`src/rtl/dma_seq_pkg.sv`:
```
package dma_seq_pkg;

  typedef enum logic [1:0] {
    COND_UNIT    = 2'd0,
    COND_SEQ     = 2'd1,
    COND_NONSTOP = 2'd2,
    COND_RSVD    = 2'd3
  } xfer_cond_e;

  localparam int SIZE_W = 3;
  localparam int OPU_W  = 8;
  localparam int UB_W   = 5;

  // bytes per unit for a size code; codes above 4 clamp to 16 bytes
  function automatic logic [UB_W-1:0] unit_bytes(input logic [SIZE_W-1:0] code);
    logic [UB_W-1:0] r;
    case (code)
      3'd0:    r = 5'd1;
      3'd1:    r = 5'd2;
      3'd2:    r = 5'd4;
      3'd3:    r = 5'd8;
      default: r = 5'd16;
    endcase
    return r;
  endfunction

  // units per operand: 2^oplen
  function automatic logic [OPU_W-1:0] op_units(input logic [2:0] oplen);
    return OPU_W'(1) << oplen;
  endfunction

endpackage

```
`src/rtl/dma_addr_step.sv`:
```
module dma_addr_step #(
  parameter int ADDR_W = 32,
  parameter int STEP_W = 5
) (
  input  logic              clk,
  input  logic              rst_n,
  input  logic              load,
  input  logic [ADDR_W-1:0] load_val,
  input  logic              fire,
  input  logic              inc_en,
  input  logic [STEP_W-1:0] step,
  output logic [ADDR_W-1:0] addr
);

  logic [ADDR_W-1:0] addr_q;

  function automatic logic [ADDR_W-1:0] next_addr(input logic [ADDR_W-1:0] a,
                                                  input logic en,
                                                  input logic [STEP_W-1:0] s);
    return en ? a + ADDR_W'(s) : a;
  endfunction

  always_ff @(posedge clk or negedge rst_n) begin
    if (!rst_n)    addr_q <= '0;
    else if (load) addr_q <= load_val;
    else if (fire) addr_q <= next_addr(addr_q, inc_en, step);
  end

  assign addr = addr_q;

endmodule

```
`src/rtl/dma_xfer_buf.sv`:
```
module dma_xfer_buf #(
  parameter int DATA_W = 128
) (
  input  logic              clk,
  input  logic              rst_n,
  input  logic              flush,
  input  logic              push,
  input  logic [DATA_W-1:0] din,
  input  logic              pop,
  output logic [DATA_W-1:0] head,
  output logic [1:0]        cnt
);

  localparam int DEPTH = 2;

  logic [DATA_W-1:0] mem_q [DEPTH];
  logic              wp_q, rp_q;
  logic [1:0]        cnt_q;

  always_ff @(posedge clk or negedge rst_n) begin
    if (!rst_n) begin
      wp_q  <= 1'b0;
      rp_q  <= 1'b0;
      cnt_q <= '0;
    end else if (flush) begin
      wp_q  <= 1'b0;
      rp_q  <= 1'b0;
      cnt_q <= '0;
    end else begin
      if (push) wp_q <= ~wp_q;
      if (pop)  rp_q <= ~rp_q;
      case ({push, pop})
        2'b10:   cnt_q <= cnt_q + 2'd1;
        2'b01:   cnt_q <= cnt_q - 2'd1;
        default: cnt_q <= cnt_q;
      endcase
    end
  end

  for (genvar e = 0; e < DEPTH; e++) begin : g_slot
    always_ff @(posedge clk) begin
      if (push && (wp_q == e[0])) mem_q[e] <= din;
    end
  end

  assign head = mem_q[rp_q];
  assign cnt  = cnt_q;

endmodule

```
`src/rtl/dma_op_ctrl.sv`:
```
module dma_op_ctrl
  import dma_seq_pkg::*;
#(
  parameter int CNT_W = 26
) (
  input  logic             clk,
  input  logic             rst_n,
  input  logic             load,
  input  logic [CNT_W-1:0] load_cnt,
  input  xfer_cond_e       cond,
  input  logic             pipe,
  input  logic             dreq,
  input  logic             rd_ready,
  input  logic [1:0]       buf_cnt,
  input  logic             wr_fire,
  input  logic [UB_W-1:0]  ub,
  input  logic [OPU_W-1:0] units,
  output logic             rd_req,
  output logic             rd_fire,
  output logic             in_op,
  output logic             op_end,
  output logic             done,
  output logic [CNT_W-1:0] bytes_left
);

  logic             in_op_q, pend_q, gap_q, done_q, armed_q;
  logic [OPU_W-1:0] op_left_q;
  logic [CNT_W-1:0] rd_left_q, left_q;
  logic             rd_gate, req_seen, restart;

  // remaining count after one unit, floored at zero
  function automatic logic [CNT_W-1:0] step_down(input logic [CNT_W-1:0] c,
                                                 input logic [UB_W-1:0] s);
    return (c > CNT_W'(s)) ? c - CNT_W'(s) : '0;
  endfunction

  always_comb begin
    rd_gate  = pipe ? (buf_cnt != 2'd2) : ((buf_cnt == 2'd0) && !gap_q);
    rd_req   = in_op_q && (op_left_q != '0) && (rd_left_q != '0) && rd_gate;
    rd_fire  = rd_req && rd_ready;
    op_end   = in_op_q && ((op_left_q == '0) || (rd_left_q == '0)) && (buf_cnt == 2'd0);
    req_seen = dreq || pend_q;
    restart  = (cond == COND_NONSTOP) || ((cond == COND_SEQ) && req_seen);
  end

  always_ff @(posedge clk or negedge rst_n) begin
    if (!rst_n) begin
      in_op_q   <= 1'b0;
      pend_q    <= 1'b0;
      gap_q     <= 1'b0;
      done_q    <= 1'b0;
      armed_q   <= 1'b0;
      op_left_q <= '0;
      rd_left_q <= '0;
      left_q    <= '0;
    end else if (load) begin
      in_op_q   <= 1'b0;
      pend_q    <= 1'b0;
      gap_q     <= 1'b0;
      op_left_q <= '0;
      rd_left_q <= load_cnt;
      left_q    <= load_cnt;
      done_q    <= (load_cnt == '0);
      armed_q   <= (load_cnt != '0);
    end else begin
      gap_q <= wr_fire && !pipe;
      if (rd_fire) begin
        rd_left_q <= step_down(rd_left_q, ub);
        op_left_q <= op_left_q - OPU_W'(1);
      end
      if (wr_fire) left_q <= step_down(left_q, ub);

      if (op_end) begin
        if (left_q == '0) begin
          in_op_q <= 1'b0;
          done_q  <= 1'b1;
          armed_q <= 1'b0;
          pend_q  <= 1'b0;
        end else if (restart) begin
          op_left_q <= units;
          pend_q    <= 1'b0;
        end else begin
          in_op_q <= 1'b0;
        end
      end else if (!in_op_q && armed_q && req_seen) begin
        in_op_q   <= 1'b1;
        op_left_q <= units;
        pend_q    <= 1'b0;
      end else if (in_op_q && dreq && (cond == COND_SEQ)) begin
        pend_q <= 1'b1;
      end
    end
  end

  assign in_op      = in_op_q;
  assign done       = done_q;
  assign bytes_left = left_q;

endmodule

```
`src/rtl/dma_chan_seq.sv`:
```
module dma_chan_seq
  import dma_seq_pkg::*;
#(
  parameter int ADDR_W = 32,
  parameter int CNT_W  = 26,
  parameter int DATA_W = 128
) (
  input  logic              clk,
  input  logic              rst_n,
  input  logic              cfg_load,
  input  logic [ADDR_W-1:0] cfg_src,
  input  logic [ADDR_W-1:0] cfg_dst,
  input  logic [CNT_W-1:0]  cfg_count,
  input  logic [2:0]        cfg_size,
  input  logic [2:0]        cfg_oplen,
  input  logic [1:0]        cfg_cond,
  input  logic              cfg_pipe,
  input  logic              cfg_src_inc,
  input  logic              cfg_dst_inc,
  input  logic              dreq,
  output logic              rd_req,
  output logic [ADDR_W-1:0] rd_addr,
  input  logic              rd_ready,
  input  logic [DATA_W-1:0] rd_data,
  output logic              wr_req,
  output logic [ADDR_W-1:0] wr_addr,
  output logic [DATA_W-1:0] wr_data,
  input  logic              wr_ready,
  output logic [2:0]        unit_size,
  output logic              busy,
  output logic              done
);

  localparam int N_PTR = 2;

  // latched settings
  logic [SIZE_W-1:0] size_q;
  logic [2:0]        oplen_q;
  xfer_cond_e        cond_q;
  logic              pipe_q, sinc_q, dinc_q;

  // internal events, named for the checker
  logic              rd_fire, wr_fire, op_end, in_op;
  logic [UB_W-1:0]   ub;
  logic [OPU_W-1:0]  units;
  logic [1:0]        buf_cnt;
  logic [CNT_W-1:0]  bytes_left;

  always_ff @(posedge clk or negedge rst_n) begin
    if (!rst_n) begin
      size_q  <= '0;
      oplen_q <= '0;
      cond_q  <= COND_UNIT;
      pipe_q  <= 1'b0;
      sinc_q  <= 1'b0;
      dinc_q  <= 1'b0;
    end else if (cfg_load) begin
      size_q  <= cfg_size;
      oplen_q <= cfg_oplen;
      cond_q  <= xfer_cond_e'(cfg_cond);
      pipe_q  <= cfg_pipe;
      sinc_q  <= cfg_src_inc;
      dinc_q  <= cfg_dst_inc;
    end
  end

  assign ub    = unit_bytes(size_q);
  assign units = op_units(oplen_q);

  dma_op_ctrl #(.CNT_W(CNT_W)) u_ctrl (
    .clk        (clk),
    .rst_n      (rst_n),
    .load       (cfg_load),
    .load_cnt   (cfg_count),
    .cond       (cond_q),
    .pipe       (pipe_q),
    .dreq       (dreq),
    .rd_ready   (rd_ready),
    .buf_cnt    (buf_cnt),
    .wr_fire    (wr_fire),
    .ub         (ub),
    .units      (units),
    .rd_req     (rd_req),
    .rd_fire    (rd_fire),
    .in_op      (in_op),
    .op_end     (op_end),
    .done       (done),
    .bytes_left (bytes_left)
  );

  dma_xfer_buf #(.DATA_W(DATA_W)) u_buf (
    .clk   (clk),
    .rst_n (rst_n),
    .flush (cfg_load),
    .push  (rd_fire),
    .din   (rd_data),
    .pop   (wr_fire),
    .head  (wr_data),
    .cnt   (buf_cnt)
  );

  assign wr_req  = (buf_cnt != 2'd0);
  assign wr_fire = wr_req && wr_ready;

  // index 0 walks the source, index 1 the destination
  logic [N_PTR-1:0][ADDR_W-1:0] ptr_init, ptr_addr;
  logic [N_PTR-1:0]             ptr_fire, ptr_inc;

  assign ptr_init = {cfg_dst, cfg_src};
  assign ptr_fire = {wr_fire, rd_fire};
  assign ptr_inc  = {dinc_q, sinc_q};

  for (genvar p = 0; p < N_PTR; p++) begin : g_ptr
    dma_addr_step #(.ADDR_W(ADDR_W), .STEP_W(UB_W)) u_step (
      .clk      (clk),
      .rst_n    (rst_n),
      .load     (cfg_load),
      .load_val (ptr_init[p]),
      .fire     (ptr_fire[p]),
      .inc_en   (ptr_inc[p]),
      .step     (ub),
      .addr     (ptr_addr[p])
    );
  end

  assign rd_addr   = ptr_addr[0];
  assign wr_addr   = ptr_addr[1];
  assign unit_size = size_q;
  assign busy      = in_op;

endmodule

```
`config.mk`:
```
export PLATFORM = sky130hd
export DESIGN_NAME = dma_chan_seq
export DESIGN_NICKNAME = d
export VERILOG_FILES = /design/src/rtl/dma_seq_pkg.sv /design/src/rtl/dma_addr_step.sv /design/src/rtl/dma_xfer_buf.sv /design/src/rtl/dma_op_ctrl.sv /design/src/rtl/dma_chan_seq.sv
export SDC_FILE = /design/constraint.sdc
export NUM_CORES = 1
export LEC_CHECK = 0
export BUFFER_PORTS_ARGS = -buffer_cell sky130_fd_sc_hd__buf_4
export CAP_MARGIN = 20
export CELL_PAD_IN_SITES_DETAIL_PLACEMENT = 0
export CELL_PAD_IN_SITES_GLOBAL_PLACEMENT = 1
export CORE_MARGIN = 2
export CORE_UTILIZATION = 43
export DETAILED_ROUTE_END_ITERATION = 16
export GPL_TIMING_DRIVEN = 0
export PLACE_DENSITY_LB_ADDON = 0.1
export RECOVER_POWER = 100
export SYNTH_ARGS = -nofsm -noshare
export SYNTH_HDL_FRONTEND = slang
export SYNTH_SLANG_ARGS = --single-unit
```
`constraint.sdc`:
```
create_clock -name clk -period 10.3 [get_ports clk]
set_input_delay 1.545 -clock clk [delete_from_list [all_inputs] [get_ports clk]]
set_output_delay 1.545 -clock clk [all_outputs]
set_load 0.02 [all_outputs]
```
==> summary.txt <==
Final Max Tran Viols: 237
Gate power share: 0.139
CP arrival: 7.11 ns
Final #Nets: 2,209
status: finished, violations left
Root Buffer: clkbuf_16
number of H-tree levels: 2
slowest stage delay, CP: 1.35 ns
failing checks: capacitance limit, slew limit
worst slew slack as a fraction of its limit: -1.111
drt pass-1 iters: 5
crit path cell chain: clkbuf_1 -> nand4_1 -> nor2_1 -> nand2_1 -> clkbuf_1 -> nor2_1 -> clkbuf_1 -> clkbuf_1
Post-DRT Antenna Nets: 0
placed cells: 2,439
async set-reset flop share out of synthesis: 0.3600
Post-Syn Area: 18,460 um2
share of layout cells above drive strength 1: 0.2251
final hold violation count: 0
measured slew at the worst slew-check pin: 3.167 ns
Critical Path RT: 10.46 ns
Synth Register Bits: 400
largest net degree at the start of global routing: 94
area growth from synthesis to layout: 24.53%
Critical Path Fanout Max: 29
Internal: 2916 uW
TritonCTS clock tree: yes
switch share: 0.2644
drt wl/cell: 22.06 um
pwr dens: 172.5 nW/um2
Post-Synthesis Cells: 1,460
number of flops mapped to enable cells by yosys: 256
HPWL after DPL: 40,350 um
VDD IR max: 99.85 uV
WP buf/inv: 4
Max-cap violations: 7
CTS buffer count: 45
Via Count: 14,100
setup violators final: 0
num ports: 434
Power Total: 3964 uW
Crit Path Category: in -> reg
Ys Warns: 0
via/cell ratio: 5.592
Clock Power Share: 0.389
Total GRT Usage: 0.2446
Initial Util: 0.4380
most numerous cell in the Yosys netlist: edfxtp_1
Die H: 211.2 um
number of global-route vias before repair: 13,900
Num Clock Sinks: 400
Yosys cell types: 81
Finished Layout Cells: 2,522
Net Sw Power: 1048 uW
Fin Clk Skew: 0.01782 ns
Die Width: 211.2 um
CP dominant cell by count: clkbuf_1
CTS Buffer Depth: 3
syn_nets: 1,721
Post-Route WL: 55,640 um
Reg power frac: 0.472
Mean Syn Cell Area: 12.64 um2
Placer Congestion: 0.8918
first-pass GRT wire length: 83,340 um
most used flip-flop cell after synthesis: edfxtp_1
startpoint types: primary input
worst min-delay path category: reg -> reg
Setup crit end kind: flop
Hold Buf Count CTS: 0
RSZ-0062 raised after global routing: false
initial antenna violation count: 5
Worst path top cell family by delay: buffers and inverters
Min Hold Slack: 0.4529 ns
Setup Buffers After CTS: 0
post-route clock period utilization: 0.6741
worst skew pair latency: 0.58 ns
GRT overflow: 0
area leader, netlist: edfxtp_1
f_max: 0.1440 GHz
Slowest-stage cell, CP: nor2_1
Yosys top cell area share: 0.4165
Clock transition at path regs: 0.06 ns
Site Rows: 75
PostCTS Resize Cnt: 0
core outline area: 42,130 um2
DR iter-0 viols: 1,004
synth top area cells: edfxtp_1 (42%), dfrtp_1 (20%), mux2_2 (8.8%)
sequential fraction of the synthesis area: 0.6118
drt drc: 0
Port Buffers: 432
die area: 44,590 um2
Min Clock Period, post-route: 6.943 ns
most frequent cells after synthesis: edfxtp_1 (256), dfrtp_1 (144), mux2_2 (144)
Leak: 0.008331 uW
-- per-stage QoR --
step | worst slack, ns | setup TNS, ns | utilization | instance area [um2]
finish | 3.357 | 0 | 0.5455 | 22980
global placement | -1.610 | -204.44 | 0.5310 | 22370
CTS | 5.740 | 0 | 0.5684 | 23950
detailed placement | 5.692 | 0 | 0.5354 | 22560
floorplan | 2.102 | 0 | - | 18460
global route | 2.874 | 0 | 0.5454 | 22980
-- worst paths after layout --
check / cells after the start / slack (ns) / from / to
setup / recovery: 8 / 3.36 / rd_ready / u_buf.mem_q[0][27]$_DFFE_PP_
max in group asynchronous: 1 / 6.48 / rst_n / u_ctrl.rd_left_q[24]$_DFFE_PN0P_
setup reg to reg: 9 / 3.86 / u_ctrl.op_left_q[0]$_DFF_PN0_ / u_buf.mem_q[0][27]$_DFFE_PP_
hold reg to reg: 1 / 0.45 / pipe_q$_DFFE_PN0P_ / u_ctrl.gap_q$_DFF_PN0_
min in group asynchronous: 1 / 2.01 / rst_n / g_ptr[1].u_step.addr[13]$_DFFE_PN0P_
hold / removal: 1 / 0.45 / pipe_q$_DFFE_PN0P_ / u_ctrl.gap_q$_DFF_PN0_
-- routing by layer --
metal	share of wire	global-route usage	vias up
li1	-	-	6541
met1	0.42	0.3151	6924
met2	0.47	0.3962	521
met3	0.082	0.06631	112
met4	0.033	0.09034	4
met5	0.00045	0	-
-- cell type report --
cell class	instances	area, um2
antenna	2	5.005
sequential	400	11290
inverter	43	161.4
multi-input combinational	952	6664
fill	3806	19150
timing repair buffer	441	2516
clock buffer	61	1217
tap	539	674.4
buffer	65	281.5
clock inverter	19	173.9
-- registers in the layout (all words and copies together), names as in the netlist, 3 cells and up --
name	flops
g_ptr.u_step.addr	64
u_buf.mem_q	256
oplen_q	3
u_ctrl.op_left_q	8
u_ctrl.bytes_left	26
unit_size	3
u_ctrl.rd_left_q	26
-- cells by family after synthesis --
| family | synth area share |
|---|---|
| compound gates | 0.09355 |
| fa+ha+maj | 0.01925 |
| xor+xnor | 0.03132 |
| mux | 0.09111 |
| simple gates | 0.1274 |
| flops | 0.6118 |
| buf+inv | 0.02556 |
-- cells in the final DEF (no fill, tap or decap), types with 18 or more instances in the layout --
cell       count
a21oi_1       34
buf_4        112
clkbuf_1     292
clkbuf_16     46
clkbuf_4     103
dfrtp_1      144
edfxtp_1     256
ha_1          22
inv_1         43
mux2_2       139
nand2_1      132
nand3_1       42
nand4_1       26
nor2_1        56
nor3_1        44
nor4_1        43
o21ai_0      105
or3_1         18
xnor2_1       48
xor2_1        18
-- power groups by stage --
stage	clock [uW]	sequential (uW)	combinational, uW
after floorplan	0	1920	308
after global placement	0	1910	595
after detailed placement	0	1900	611
after CTS	1580	1870	615
after global routing	1630	1880	604
final	1540	1870	553
-- worst register-to-register path, stage by stage (launching register included) --
cell	delay [ns]
dfrtp_1	0.39
inv_1	0.08
ha_1	0.20
nor4b_4	0.15
nor2_1	0.55
nand2_1	0.34
clkbuf_1	0.38
nor2_1	1.36
clkbuf_1	1.34
clkbuf_1	1.23
No activity file was read; power rests on OpenSTA's default activity.
